**src/rtl/useq_ctrl.sv**
```systemverilog
module useq_ctrl (
  input  logic       clk,
  input  logic       rst,
  input  logic [4:0] opcode,
  input  logic       ac_sign,
  output logic [2:0] alu_op,
  output logic [1:0] mem_op,
  output logic [1:0] pc_sel,
  output logic       pc_inc_sel,
  output logic       di_ld,
  output logic       ac_ld,
  output logic       ao_sel,
  output logic       ao_ld,
  output logic       bus_drv
);
  localparam int AW   = 4;
  localparam int BRW  = 2;
  localparam int ALUW = 3;
  localparam int MW   = 2;
  localparam int PSW  = 2;
  localparam int FLW  = 6;
  localparam int CWW  = AW + BRW + ALUW + MW + PSW + FLW;

  localparam logic [AW-1:0] S_RST1 = 4'd0,  S_RST2 = 4'd1,  S_FETCH = 4'd2,
                            S_AOPR = 4'd3,  S_SOPR = 4'd4,  S_ST1   = 4'd5,
                            S_ST2  = 4'd6,  S_LD1  = 4'd8,  S_LD2   = 4'd9,
                            S_LD3  = 4'd10, S_BRN1 = 4'd11, S_BRN2  = 4'd12,
                            S_JMP  = 4'd13;
  localparam logic [1:0] B_MAP = 2'b00, B_NEXT = 2'b01, B_COND = 2'b11;
  localparam logic [2:0] ALU_FROM_OP = 3'b111;

  // flags: {pc_inc_sel, di_ld, ac_ld, ao_sel, ao_ld, bus_drv}
  function automatic logic [CWW-1:0] cw(input logic [AW-1:0] nx, input logic [1:0] br,
                                        input logic [2:0] alu, input logic [1:0] mem,
                                        input logic [1:0] ps, input logic [5:0] fl);
    return {nx, br, alu, mem, ps, fl};
  endfunction

  function automatic logic [CWW-1:0] ustore(input logic [AW-1:0] a);
    case (a)
      S_RST1:  return cw(S_RST2,  B_NEXT, 3'b000,      2'b00, 2'b01, 6'b000000);
      S_RST2:  return cw(S_FETCH, B_NEXT, 3'b000,      2'b00, 2'b10, 6'b100010);
      S_FETCH: return cw(S_RST1,  B_MAP,  3'b000,      2'b01, 2'b11, 6'b010000);
      S_AOPR:  return cw(S_FETCH, B_NEXT, ALU_FROM_OP, 2'b00, 2'b10, 6'b101010);
      S_SOPR:  return cw(S_FETCH, B_NEXT, ALU_FROM_OP, 2'b00, 2'b10, 6'b101010);
      S_ST1:   return cw(S_ST2,   B_NEXT, 3'b000,      2'b00, 2'b11, 6'b000110);
      S_ST2:   return cw(S_FETCH, B_NEXT, 3'b000,      2'b10, 2'b10, 6'b100011);
      S_LD1:   return cw(S_LD2,   B_NEXT, 3'b000,      2'b00, 2'b11, 6'b000110);
      S_LD2:   return cw(S_LD3,   B_NEXT, 3'b000,      2'b01, 2'b11, 6'b010000);
      S_LD3:   return cw(S_FETCH, B_NEXT, 3'b000,      2'b00, 2'b10, 6'b101010);
      S_BRN1:  return cw(S_BRN2,  B_COND, 3'b000,      2'b00, 2'b10, 6'b100010);
      S_BRN2:  return cw(S_FETCH, B_NEXT, 3'b000,      2'b00, 2'b10, 6'b000110);
      S_JMP:   return cw(S_FETCH, B_NEXT, 3'b000,      2'b00, 2'b10, 6'b000110);
      default: return cw(S_RST1,  B_NEXT, 3'b000,      2'b00, 2'b00, 6'b000000);
    endcase
  endfunction

  function automatic logic [AW-1:0] dispatch(input logic [4:0] op);
    casez (op)
      5'b0000?: return S_SOPR;
      5'b0011?: return S_AOPR;
      5'b00100: return S_ST1;
      5'b00101: return S_LD1;
      5'b00010: return S_BRN1;
      5'b00011: return S_JMP;
      default:  return S_RST1;
    endcase
  endfunction

  function automatic logic [2:0] op_alu(input logic [2:0] low);
    case (low)
      3'b000:  return 3'b001;
      3'b001:  return 3'b100;
      3'b110:  return 3'b010;
      default: return 3'b011;
    endcase
  endfunction

  logic [AW-1:0]  upc, upc_nx, w_next;
  logic [CWW-1:0] word;
  logic [1:0]     w_br;
  logic [2:0]     w_alu;

  assign word = ustore(upc);
  assign {w_next, w_br, w_alu, mem_op, pc_sel, pc_inc_sel, di_ld, ac_ld, ao_sel, ao_ld, bus_drv} = word;
  assign alu_op = (w_alu == ALU_FROM_OP) ? op_alu(opcode[2:0]) : w_alu;

  always_comb begin
    case (w_br)
      B_MAP:   upc_nx = dispatch(opcode);
      B_COND:  upc_nx = ac_sign ? w_next : S_FETCH;
      default: upc_nx = w_next;
    endcase
  end

  always_ff @(posedge clk) begin
    if (rst) upc <= S_RST1;
    else     upc <= upc_nx;
  end

  p_reset_r1: assert property (@(posedge clk) rst |=> (upc == S_RST1 && pc_sel == 2'b01 && !ao_ld));
  p_aopr_dispatch_r3: assert property (@(posedge clk) disable iff (rst)
    (upc == S_FETCH && opcode[4:1] == 4'b0011) |=> (upc == S_AOPR));
  p_undef_op_r4: assert property (@(posedge clk) disable iff (rst)
    (upc == S_FETCH && opcode[4:3] != 2'b00) |=> (upc == S_RST1));
  p_brn_taken_r5: assert property (@(posedge clk) disable iff (rst)
    (upc == S_BRN1 && ac_sign) |=> (upc == S_BRN2));
  p_brn_fall_r5: assert property (@(posedge clk) disable iff (rst)
    (upc == S_BRN1 && !ac_sign) |=> (upc == S_FETCH && mem_op == 2'b01));
  p_write_drives_r9: assert property (@(posedge clk) disable iff (rst)
    (mem_op == 2'b10) |-> (bus_drv && $past(ao_sel)));
  p_jump_no_inc_r11: assert property (@(posedge clk) disable iff (rst)
    (upc == S_JMP) |=> (upc == S_FETCH && di_ld));
endmodule

```
**config.mk**
```make
export PLATFORM = sky130hd
export DESIGN_NAME = useq_ctrl
export DESIGN_NICKNAME = d
export VERILOG_FILES = /design/src/rtl/useq_ctrl.sv
export SDC_FILE = /design/constraint.sdc
export NUM_CORES = 1
export LEC_CHECK = 0
export ABC_AREA = 1
export BUFFER_PORTS_ARGS = -buffer_cell sky130_fd_sc_hd__buf_2
export CAP_MARGIN = 20
export CORE_MARGIN = 8
export CORE_UTILIZATION = 40
export CTS_CLUSTER_DIAMETER = 100
export DETAILED_ROUTE_END_ITERATION = 7
export SETUP_SLACK_MARGIN = 0.5
export SLEW_MARGIN = 10
export SYNTH_ARGS = -nofsm -noshare
export SYNTH_HDL_FRONTEND = slang
export SYNTH_SLANG_ARGS = --single-unit
```
**constraint.sdc**
```tcl
create_clock -name clk -period 3.7 [get_ports clk]
set_clock_uncertainty 0.1 [all_clocks]
set_input_delay 0.555 -clock clk [delete_from_list [all_inputs] [get_ports clk]]
set_output_delay 0.555 -clock clk [all_outputs]
set_load 0.01 [all_outputs]
```
### Word-level counts from Yosys, hierarchy flattened

Memories as Yosys holds them, arrays and structs flattened. A register that Yosys moved wholly into a read port is not among the register bits.
Index checks and enable logic that the tools add are counted.

* muxes and demuxes: 6
* eq/ne operators: 9
* reductions and logical operators: 3

Operators with widths (number)
* one-hot mux 4 bit (6 select lines): 1
* equality test 5 x 2 -> 1 bit (second input constant): 2
* equality test 5 x 3 -> 1 bit (second input constant): 2
* one-hot mux 3 bit (3 select lines): 1
* two-way mux 4 bit: 2
* one-hot mux 4 bit (2 select lines): 1
* equality test 3 bit (second input constant): 2
* equality test 4 x 2 -> 1 bit (second input constant): 1
* logical NOT 4 bit: 1
* equality test 3 x 1 -> 1 bit (second input constant): 1
* logical NOT 3 bit: 1
* two-way mux 3 bit: 1
* equality test 2 bit (second input constant): 1
* logical NOT 2 bit: 1

* logic and storage cells: 19
* output and inout bits: 13
* flip-flop bits (word level): 0
* memories: 1
* input bits: 8
* bits in read-only memories: 304

Memory list
* (name not given): words 16, width 19, read ports 1, clocked after Yosys merged registers in 1, write ports 0, line 40 `case (a)`

### Logic depth before layout (Yosys ltp)

* depth in word-level cells: 4
* gate-level depth with buffers: 14
* depth with buffers taken out: 14

### Worst setup path before layout

Ideal clock, no wire load.

* kind: reg2reg
* start: reg, netlist name w_br[0]
* end: reg, netlist name ao_ld
* period minus slack after synthesis: 1.940 ns
* required time: 3.486 ns
* library setup time: 0.114 ns
* cell stages (with the launch flop): 15
* slack: 1.760 ns
* arrival time: 1.727 ns
* buffers on the path: 0
* path through: dfxtp_1 > inv_1 > ha_1 > inv_2 > nand2_4 > nor2_8 > nand2_1 > nand2_1 > nand2_1 > inv_1 > ha_1 > nand3b_1 > nand2_1 > nand2_1 > nand2_1

* word-level cells in the longest chain between the ends: 3
* elaborated cells between the ends (all ways): 4
* those cells by class: eq/ne (1); mux (2); reduce/logical (1)

Ends and longest elaborated chain
* equality test 2 bit or logical NOT 2 bit (tied branches): line 89 `case (w_br)`
* one-hot mux 4 bit (2 select lines) (*): line 89
* two-way mux 4 bit (no line) (*)

Mark *: on every way between the ends. The rest lies on a longest branch, timed or not.

### Worst setup path after layout

* start: reg, netlist name w_br[0]
* end: reg, netlist name w_next[1]

* word-level cells in the longest chain between the ends: 3
* elaborated cells between the ends (all ways): 4
* those cells by class: eq/ne (1); mux (2); reduce/logical (1)

Ends and longest elaborated chain (line)
* equality test 2 bit or logical NOT 2 bit (tied branches): 89
* one-hot mux 4 bit (2 select lines) (*): 89
* two-way mux 4 bit (no line) (*)

Marks and branches as above.

==> impl_metrics.ini <==
[detailed_routing]
avgRoutedWirePerCell_um = 10.6
ant_nets = 0
drt_iter0_drc = 20
firstDrtPassIters = 4
drt-vias-per-instance = 4.69
num_vias = 891
routed_wl_um = 2010
drc = 0

[power]
leakagePower_nw = 0.688
peakVddDrop_mv = 0.134
powerDensity_nw_per_um2 = 325

[synth]
yosysSeqAreaShare_pct = 30.2
synth_area_leaders = dfxtp_1 (30%), nand2_1 (16%), ha_1 (13%)
ys_warn_count = 0
synth_cells = 139
synth.avg_cell_area_sq_um = 7.17
synth_nets = 157
yosysUniqueCellTypes = 23
yosysTopAreaCell = dfxtp_1
syn_area_sq_um = 996
post-synth-top-area-fraction_pct = 30.2
synth-seq-cells = 15

[worst_setup_path]
crit_top_cell = nand2_1
crit_buf_inv = 3
crit_path_start_kind = register
crit_path_max_incr_delay_ns = 0.35
cp_data_required_time_ns = 3.79
endpoint_kind = register
critical_path_class = register to register
reg2reg_depth = 14
cp.depth = 14
cp_cell_sequence = inv_1 -> ha_1 -> inv_2 -> nand2_4 -> nor2_8 -> nand2_1 -> nand2_1 -> nand2_1 -> inv_1 -> ha_1 -> nand3b_1 -> nand2_1 -> nand2_1 -> nand2_1
crit_slowest_cell = dfxtp_1
crit_family = simple AND/OR/NAND/NOR gates
worstPathArrival_ns = 2.23
cp_max_fo = 6

[timing]
setup-tns-final_ns = 0
max-slew-margin-rel_pct = 84.3
final-setup-viol-count = 0
worst_pin_slew_ns = 0.234
max_freq_mhz = 468
rsz0062_at_grt = false
final_hold_viol_count = 0
period_needed_ns = 2.13
slew_violations = 0
finalCritPeriodShare_pct = 57.7

[clocking]
ctsHtreeMaxLevel = 1
cts.clk_slew.worst_paths_ns = 0.09
cts-hold-fix-buffers = 0
cts-resized-gates = 0
clk-insertion-delay-late_ns = 0.29
cts_sinks = 15
numCtsBuffers = 3
clk_path_buf_depth = 2
post-cts-setup-buffers = 0
cts-root-buf = clkbuf_4
cts_tree = done

[global_routing]
antenna_found_initial = 0
grt_pass1_vias = 810
track_usage_pct = 10.1
grt_remaining_overflow = 0
grt_pass1_wl_um = 3460
grt_max_degree = 12

[finish]
area_growth_pct = 13.9
antenna_cells = 0
layout_commonest_cell = nand2_1
postLayoutCoreUtil_pct = 47.1
fin_nets = 179
drive_above_1_share_pct = 27.5
final_cell_mix = nand2_1 (42), buf_2 (20), inv_1 (17)

[run_status]
status = finished clean

[floorplan]
rows = 18
core_sq_um = 2410
dieArea_sq_um = 4340
initial_utilization_pct = 41.3
dieHeight_um = 65.9
dieWidth_um = 65.9
io_pins = 21

[placement]
gp_congestion = 0.876
io_buffers = 20
hpwl_um = 1660

[flow_run]
drv_cap = 0

[worst_hold_path]
worstHoldPathType = register to register
whs_path_depth = 3
-- synth_stat cells --
master    instances
a21oi_1           4
a31oi_1           1
buf_4             2
buf_6             1
clkinv_1          1
clkinv_2          1
dfxtp_1          15
ha_1             10
inv_1            17
inv_2             4
nand2_1          42
nand2_2           6
nand2_4           4
nand3_1          12
nand3_2           2
nand3b_1          3
nor2_1            5
nor2_2            1
nor2_8            1
nor3_1            2
nor3b_2           1
o21ai_0           3
o21ai_1           1
-- cell type report --
class	instances	area, sq um
Clock buffer	3	22.5
Clock inverter	1	5.00
Fill cell	257	1270
Inverter	23	87.6
Multi-Input combinational cell	98	582
Sequential cell	15	300
Tap cell	30	37.5
Timing Repair Buffer	20	100
-- worst paths after layout --
check / start / end / slack, ns
worst max-delay path: w_br[0] / w_next[1] / 1.57
worst min-delay path: w_next[3] / mem_op[1] / 0.49
worst max register to register: w_br[0] / w_next[1] / 1.57
worst min register to register: w_next[3] / mem_op[1] / 0.49
-- power by group --
part | switching (mW) | leakage (nW) | internal [mW]
registers | 0.00350 | 0.123 | 0.176
clock network | 0.0510 | 0.0177 | 0.0403
logic | 0.0628 | 0.547 | 0.0358
total | 0.117 | 0.688 | 0.252
-- metal layers --
| metal | routed length (um) | track usage [%] | vias to the layer above | share of wire, % |
|---|---|---|---|---|
| met1 | 830 | 10.0 | 399 | 41 |
| met4 | 71 | 7.36 | 0 | 3.5 |
| met2 | 973 | 17.7 | 17 | 48 |
| li1 | - | - | 468 | - |
| met3 | 137 | 2.71 | 7 | 6.8 |
| met5 | 0 | 0 | - | 0 |
-- kinds of logic (layout without fill, tap and decap cells) --
logic type	count (synthesis)	in the layout	share of synthesized area, %
AO/OA/AOI/OAI	9	9	4.65
adder cells (fa/ha/maj)	10	10	12.6
buffers and inverters	26	47	11.4
flip-flops	15	15	30.2
AND/OR/NAND/NOR	79	79	41.2
-- through the flow --
stage	std cells	setup WS (ns)	power [mW]	instance area [sq um]	hold WS, ns
finish	190	1.57	0.369	1130	0.490
global route	190	1.36	0.397	1130	0.532
CTS	190	1.55	0.373	1130	0.496
detailed placement	186	1.57	0.283	1110	0.498
global placement	186	1.65	0.282	1110	0.492
floorplan	139	1.76	0.253	996	0.448
-- worst reg2reg max path: stages (launching register included) --
cell and delay (ns):
dfxtp_1 0.35, inv_1 0.06, ha_1 0.34, inv_2 0.10
nand2_4 0.06, nor2_8 0.13, nand2_1 0.06, nand2_1 0.08
nand2_1 0.15, inv_1 0.17, ha_1 0.15, nand3b_1 0.11
nand2_1 0.06, nand2_1 0.07, nand2_1 0.05
-- registers in the layout, summed over array words and instances, names as in the netlist --
| name | flops |
|---|---|
| pc_inc_sel | 1 |
| w_alu | 1 |
| ao_ld | 1 |
| mem_op | 2 |
| w_br | 2 |
| pc_sel | 2 |
| ao_sel | 1 |
| ac_ld | 1 |
| w_next | 4 |
Power figures use the tool's default switching activity.
